===== config.mk =====
export PLATFORM = sky130hd
export DESIGN_NAME = gpio_port_selftest
export DESIGN_NICKNAME = d
export VERILOG_FILES = /design/src/rtl/gpio_pkg.sv /design/src/rtl/gpio_sync.sv /design/src/rtl/gpio_wake.sv /design/src/rtl/gpio_port_selftest.sv
export SDC_FILE = /design/constraint.sdc
export NUM_CORES = 1
export LEC_CHECK = 0
export BUFFER_PORTS_ARGS = -buffer_cell sky130_fd_sc_hd__buf_2
export CAP_MARGIN = 40
export CORE_UTILIZATION = 30
export DETAILED_ROUTE_END_ITERATION = 8
export GPL_TIMING_DRIVEN = 1
export PLACE_DENSITY = 0.54
export SLEW_MARGIN = 5
export SYNTH_ARGS = -nofsm -noshare
export SYNTH_HDL_FRONTEND = slang
export SYNTH_HIERARCHICAL = 1
export SYNTH_SLANG_ARGS = --single-unit

===== constraint.sdc =====
create_clock -name clk -period 1.6 [get_ports clk]
set_input_delay 0.48 -clock clk [delete_from_list [all_inputs] [get_ports clk]]
set_output_delay 0.48 -clock clk [all_outputs]
set_load 0.005 [all_outputs]

===== src/rtl/gpio_pkg.sv =====
package gpio_pkg;
  typedef enum logic [2:0] {
    A_PORT = 3'd0,
    A_DIR  = 3'd1,
    A_PULL = 3'd2,
    A_WSEL = 3'd3,
    A_KEY  = 3'd4
  } gpio_addr_e;
endpackage


===== src/rtl/gpio_sync.sv =====
module gpio_sync #(
  parameter int W      = 8,
  parameter int STAGES = 2
) (
  input  logic         clk,
  input  logic         rst,
  input  logic [W-1:0] din,
  output logic [W-1:0] dout
);
  logic [W-1:0] stg [STAGES];

  always_ff @(posedge clk) begin
    if (rst) begin
      for (int i = 0; i < STAGES; i++) stg[i] <= '0;
    end else begin
      stg[0] <= din;
      for (int i = 1; i < STAGES; i++) stg[i] <= stg[i-1];
    end
  end

  assign dout = stg[STAGES-1];
endmodule


===== src/rtl/gpio_wake.sv =====
module gpio_wake #(
  parameter int W = 8
) (
  input  logic         clk,
  input  logic         rst,
  input  logic [W-1:0] sel,
  input  logic [W-1:0] pin,
  output logic         wake
);
  logic [W-1:0] prev_q;
  logic [W-1:0] fall;

  assign fall = sel & prev_q & ~pin;

  always_ff @(posedge clk) begin
    if (rst) begin
      prev_q <= '0;
      wake   <= 1'b0;
    end else begin
      prev_q <= pin;
      wake   <= |fall;
    end
  end

  // a request only follows a cycle with some selected bit
  p_wake_needs_sel_r8: assert property (@(posedge clk) disable iff (rst)
    wake |-> ($past(sel) != '0));
  // a request is a single-cycle pulse when the pin set is static
  p_wake_pulse_r8: assert property (@(posedge clk) disable iff (rst)
    (wake && $stable(pin)) |=> !wake);
endmodule


===== src/rtl/gpio_port_selftest.sv =====
module gpio_port_selftest
  import gpio_pkg::*;
#(
  parameter int          W           = 8,
  parameter int          SYNC_STAGES = 2,
  parameter bit          HAS_WAKE    = 1'b1,
  parameter logic [7:0]  DIAG_KEY    = 8'hCA
) (
  input  logic         clk,
  input  logic         rst,
  input  logic         wr_en,
  input  logic         rd_en,
  input  logic [2:0]   addr,
  input  logic [W-1:0] wdata,
  output logic [W-1:0] rdata,
  input  logic [W-1:0] pad_in,
  output logic [W-1:0] pad_out,
  output logic [W-1:0] pad_oe,
  output logic [W-1:0] pad_pu,
  output logic         diag_active,
  output logic         wake_req
);
  localparam logic [W-1:0] ALL_IN = {W{1'b1}};

  logic [W-1:0] latch_q, dir_q, pull_q, wsel_q, key_q, rd_q;
  logic         diag_q;
  logic [W-1:0] pin_s;
  logic [W-1:0] rd_mux;

  gpio_sync #(.W(W), .STAGES(SYNC_STAGES)) u_sync (
    .clk (clk), .rst (rst), .din (pad_in), .dout (pin_s)
  );

  always_ff @(posedge clk) begin
    if (rst) begin
      latch_q <= '0;
      dir_q   <= ALL_IN;
      pull_q  <= '0;
      wsel_q  <= '0;
      key_q   <= '0;
      diag_q  <= 1'b0;
    end else if (wr_en) begin
      case (addr)
        A_PORT: latch_q <= wdata;
        A_DIR:  dir_q   <= wdata;
        A_PULL: pull_q  <= wdata;
        A_WSEL: wsel_q  <= wdata;
        A_KEY: begin
          key_q  <= wdata;
          diag_q <= (wdata[7:0] == DIAG_KEY);
        end
        default: ;
      endcase
    end
  end

  always_comb begin
    case (addr)
      A_PORT:  rd_mux = diag_q ? pin_s : ((dir_q & pin_s) | (~dir_q & latch_q));
      A_DIR:   rd_mux = dir_q;
      A_PULL:  rd_mux = pull_q;
      A_WSEL:  rd_mux = wsel_q;
      A_KEY:   rd_mux = key_q;
      default: rd_mux = '0;
    endcase
  end

  always_ff @(posedge clk) begin
    if (rst)        rd_q <= '0;
    else if (rd_en) rd_q <= rd_mux;
  end

  assign rdata       = rd_q;
  assign pad_out     = latch_q;
  assign pad_oe      = ~dir_q;
  assign pad_pu      = pull_q & dir_q;
  assign diag_active = diag_q;

  generate
    if (HAS_WAKE) begin : g_wake
      gpio_wake #(.W(W)) u_wake (
        .clk (clk), .rst (rst), .sel (wsel_q), .pin (pin_s), .wake (wake_req)
      );
    end else begin : g_nowake
      assign wake_req = 1'b0;
    end
  endgenerate

  // mode flag agrees with the stored key at all times
  p_diag_key_r3: assert property (@(posedge clk) disable iff (rst)
    diag_active == (key_q[7:0] == DIAG_KEY));
  // diagnostic port read returns the synchronised pins
  p_diag_read_r4: assert property (@(posedge clk) disable iff (rst)
    (rd_en && addr == A_PORT && diag_active) |=> (rdata == $past(pin_s)));
  // a latch write appears on the pad outputs next cycle
  p_latch_out_r6: assert property (@(posedge clk) disable iff (rst)
    (wr_en && addr == A_PORT) |=> (pad_out == $past(wdata)));
  // a pull-up write is masked by the direction on the pads
  p_pull_mask_r7: assert property (@(posedge clk) disable iff (rst)
    (wr_en && addr == A_PULL) |=> (pad_pu == ($past(wdata) & ~pad_oe)));
  // unmapped reads return zero
  p_unmapped_r10: assert property (@(posedge clk) disable iff (rst)
    (rd_en && addr > 3'd4) |=> (rdata == '0));
endmodule


# Yosys cells after proc, flatten, opt, wreduce, memory -nomap -nowiden
# Memory sizes are Yosys's and may differ from the RTL's.
# Cells that the tools add are included.
[totals]
input_bits = 23
mem_bits_rw = 16
reg_bits = 58
word_cells = 39
memories = 1
output_inout_bits = 34
[memory_table]
columns = ["memory", "words", "word_bits", "read_ports", "rd_ports_with_merged_regs", "wr", "line", "rtl"]
rows = [
  ["u_sync.stg", 2, 8, 2, 0, 2, "gpio_sync.sv:10", "logic [W-1:0] stg [STAGES];"],
]
[classes]
bitwise_logic = 10
n_eq_ne = 5
reduce_logical = 7
n_mux = 7
[ops]
columns = ["op", "count"]
rows = [
  ["bitwise AND 8 bit", 5],
  ["case mux 8 bit (5 select lines)", 1],
  ["two-way mux 8 bit", 3],
  ["NOT 8 bit", 2],
  ["AND reduction 2 bit", 5],
  ["equality test 8 bit (second input constant)", 1],
  ["OR 8 bit", 1],
  ["OR reduction 8 bit", 1],
  ["equality test 3 x 2 -> 1 bit (second input constant)", 2],
  ["equality test 3 x 1 -> 1 bit (second input constant)", 1],
  ["equality test 3 bit (second input constant)", 1],
  ["zero test 3 bit", 1],
  ["two-way mux 1 bit", 3],
  ["OR 1 bit", 2],
]

# Depth between registers and ports, before layout
[logic_depth]
depth_word = 5
depth_mapped = 6
depth_no_buf = 3

# Hierarchy
# The synthesis kept the hierarchy.
[modules_own_cells]
columns = ["mod", "seq_area_each_um2", "n_inst", "cells_each", "area_each_um2"]
rows = [
  ["gpio_port_selftest", 980.9, 1, 284, 2424.8],
  ["gpio_sync", 320.3, 1, 41, 524.3],
  ["gpio_wake", 180.2, 1, 31, 300.3],
]

# Worst setup path before layout
# No wires, ideal clock.
[synth_timing]
path_type = "in2reg"
start = "input addr[0]"
end = "register latch_q[0] (netlist: pad_out[0])"
stages = 5
arrival_time_ps = 1369
slack_ps = 99
setup_time_ps = 132
cell_sequence = "buf_4 -> or4b_4 -> buf_6 -> nand2_1 -> a21oi_1"
[synth_via]
elab_chain_len = 2
[synth_lines]
columns = ["element", "line", "rtl"]
rows = [
  ["start, declared", "gpio_port_selftest.sv:13", "input logic [2:0] addr,"],
  ["zero test 3 bit", "gpio_port_selftest.sv:43", "case (addr)"],
  ["AND reduction 2 bit (no line)", "--", ""],
  ["end signal, assigned", "gpio_port_selftest.sv:44", "A_PORT: latch_q <= wdata;"],
  ["end, declared", "gpio_port_selftest.sv:25", "logic [W-1:0] latch_q, dir_q, pull_q, wsel_q, key_q, rd_q;"],
]
# Every way passes these cells.
# A chain may end at the register's enable or synchronous reset.

# Worst setup path in the final report
[layout_timing]
start = "register dir_q[0]"
end = "output pad_pu[0]"
[layout_via]
elab_chain_len = 1
[layout_lines]
columns = ["element", "line", "rtl"]
rows = [
  ["start, declared", "gpio_port_selftest.sv:25", ""],
  ["start signal, assigned", "gpio_port_selftest.sv:45", "A_DIR: dir_q <= wdata;"],
  ["bitwise AND 8 bit", "gpio_port_selftest.sv:76", "assign pad_pu = pull_q & dir_q;"],
  ["end, declared", "gpio_port_selftest.sv:19", "output logic [W-1:0] pad_pu,"],
]
# Every way passes these cells.

==> results.sh <==
export IMPL_grt_overflow_total=0
export IMPL_syn_inst=356
export IMPL_r2r_start="diag_active"
export IMPL_ys_seq_area_share_pct=45.59
export IMPL_die_w_um=106.1
export IMPL_fmax_mhz=658.0
export IMPL_critPathBufInv=1
export IMPL_finalNetCount=433
export IMPL_ctsHtreeMaxLevel=3
export IMPL_synthArstFlopShare_pct=0
export IMPL_synth_fp_nets=379
export IMPL_drv_cap=0
export IMPL_syn_area_um2=3249
export IMPL_wirelength_um=8654
export IMPL_cts_hold_buffers=0
export IMPL_postCtsSetupBuffers=0
export IMPL_hp_start="pad_in[5]"
export IMPL_hpwl_um=6211
export IMPL_synth_avg_cell_area_um2=9.127
export IMPL_path_delay_family="flip-flops"
export IMPL_cp_startpoint="dir_q[0]"
export IMPL_ys_types=38
export IMPL_stdcell_count=549
export IMPL_setup_violations=0
export IMPL_hold_class="primary input to flip-flop"
export IMPL_grt_pass1_wl_um=14030
export IMPL_num_rows=37
export IMPL_post_drt_wl_per_cell_um=15.76
export IMPL_antenna_found_initial=0
export IMPL_pre_cts_slack_ns=-0.03081
export IMPL_num_fill_cells=1105
export IMPL_synth_edff_count=0
export IMPL_setup_ws_ns=0.08034
export IMPL_worst_pin_slew_ns=0.5935
export IMPL_p_leak_nw=1.504
export IMPL_cts_resized=0
export IMPL_yosys_most_used_dff="dfxtp_1"
export IMPL_endpoint_kind="output pin"
export IMPL_clk_pin_slew_ns=0.07
export IMPL_worstPathCellList="and2_1, buf_2"
export IMPL_drive_above_1_share_pct=25.91
export IMPL_drtIter0Drc=152
export IMPL_startpoint_type="flip-flop"
export IMPL_slowest_stage="dfxtp_1"
export IMPL_grt_usage_pct=16.37
export IMPL_pin_count=57
export IMPL_cts_root_buf="clkbuf_8"
export IMPL_place_congestion=0.7913
export IMPL_max_slew_margin_pct=60.26
export IMPL_synth_seq_cells=74
export IMPL_grt_max_degree=59
export IMPL_fin_crit_sh_pct=94.98
export IMPL_final_hold_violation_count=0
export IMPL_place_area_um2=3652
export IMPL_finClkSkew_ns=0.005592
export IMPL_clkSinkCount=74
export IMPL_vias_per_cell=4.936
export IMPL_seqCellArea_um2=1481
export IMPL_synthToLayoutAreaGrowth_pct=17.10
export IMPL_outcome="finished clean"
export IMPL_synth_common_cells="dfxtp_1, nand2_1, a21oi_1"
export IMPL_drc=0
export IMPL_cts_tree="yes"
export IMPL_period_needed_ns=1.520
export IMPL_antenna_cells=0
export IMPL_ir_drop_mv=0.3266
export IMPL_multiInputGateArea_um2=1516
export IMPL_clock_latency_ns=0.34
export IMPL_coreArea_um2=10420
export IMPL_required_ns=1.12
export IMPL_synth_area_top_cells="dfxtp_1, nand2_1, a21oi_1"
export IMPL_numCtsBuffers=9
export IMPL_crit_type="flip-flop to output pin"
export IMPL_num_vias=2710
export IMPL_drtAntennaViolNets=0
export IMPL_yosys_warnings=6
export IMPL_synth_top_area_share_pct=45.59
export IMPL_die_h_um=106.1
export IMPL_die_area_um2=11250
export IMPL_worst_path_max_fanout=5
export IMPL_stdcell_area_um2=3805
export IMPL_synth_top_cell_by_area="dfxtp_1"
export IMPL_cpPeakStageDelay_ns=0.43
export IMPL_grt_setup_unrepaired="false"
export IMPL_cp_arrival_ns=1.04
export IMPL_io_buffers=56
export IMPL_yosysMostFrequentCell="dfxtp_1"
export IMPL_clockBufferDepth=2
export IMPL_start_util_pct=31.20
export IMPL_first_pass_iters=6
export IMPL_dp_cells=535
export IMPL_powerDensity_nw_per_um2=911.7
export IMPL_first_global_vias=2661
export IMPL_drv_slew=0
## report_power, final
group | total [mW] | leakage [nW] | internal, mW | switching (mW)
clock | 1.21 | 0.0766 | 0.592 | 0.618
combinational | 0.324 | 0.825 | 0.147 | 0.177
sequential | 1.93 | 0.603 | 1.90 | 0.0393
## sequential cells by signal, summed over array words and instances, names as in the netlist
name                  cells
rdata                     8
wsel_q                    8
g_wake.u_wake/wake        1
pad_out                   8
u_sync/stg               16
dir_q                     8
g_wake.u_wake/prev_q      8
diag_active               1
key_q                     8
pull_q                    8
## through the flow
| step | hold WS [ns] | power (mW) | setup TNS [ns] | util, % |
|---|---|---|---|---|
| 2_1_floorplan | 0.4138 | 2.169 | 0 | - |
| 6_report | 0.3511 | 3.469 | 0 | 36.53 |
| 3_5_place_dp | 0.4273 | 2.302 | -0.2129 | 35.06 |
| 4_1_cts | 0.3327 | 3.521 | 0 | 36.53 |
| 5_1_grt | 0.3443 | 3.624 | 0 | 36.53 |
| 3_3_place_gp | 0.4230 | 2.296 | -0.05460 | 35.06 |
## kinds of logic (layout without fill, tap and decap cells)
group | count (synthesis) | count (layout) | share of synthesized area, %
AO/OA/AOI/OAI | 87 | 87 | 17.98
flip-flops | 74 | 74 | 45.59
multiplexers | 8 | 8 | 2.464
AND/OR/NAND/NOR | 143 | 143 | 26.03
buffers and inverters | 44 | 101 | 7.932
## final cells by class
cell class | count | share of cell area [%]
multi-input combinational | 238 | 39.86
sequential | 74 | 38.93
timing repair buffer | 76 | 11.64
tap | 136 | 4.472
clock buffer | 14 | 4.012
inverter | 11 | 1.085
## per-layer routing
layer | up-vias | track usage [%] | share of wire [%]
met2 | 63 | 26.14 | 47
li1 | 1347 | - | -
met3 | 5 | 2.943 | 4.2
met5 | - | 0 | 0
met4 | 0 | 6.845 | 0.68
met1 | 1295 | 21.67 | 48
## path summary, 6_finish.rpt
kind                             to  slack [ns]  depth (start not counted)
setup / recovery          pad_pu[0]        0.08                          2
hold / removal     u_sync/stg[0][5]        0.35                          2
setup reg to reg           rdata[5]        0.36                          4
hold reg to reg   u_sync/stg[0][14]        0.44                          1
## layout by cell type, fill, tap and decap left out, drive strengths merged
cell type,n
or4b,1
and2b,6
nor2b,18
o21a,8
and4bb,2
nor4b,1
nand3b,16
nand4b,1
and3b,1
and2,8
a222oi,8
buf,76
nand4bb,1
o22ai,4
mux2i,8
nor3,1
clkbuf,14
o21ai,8
and4b,1
o41a,1
nor3b,9
o211ai,17
a21oi,25
a21o,8
inv,11
a31oi,8
nand2,65
nor4bb,3
nor2,8
nand3,1
dfxtp,74
(Power assumes the default switching activity.)
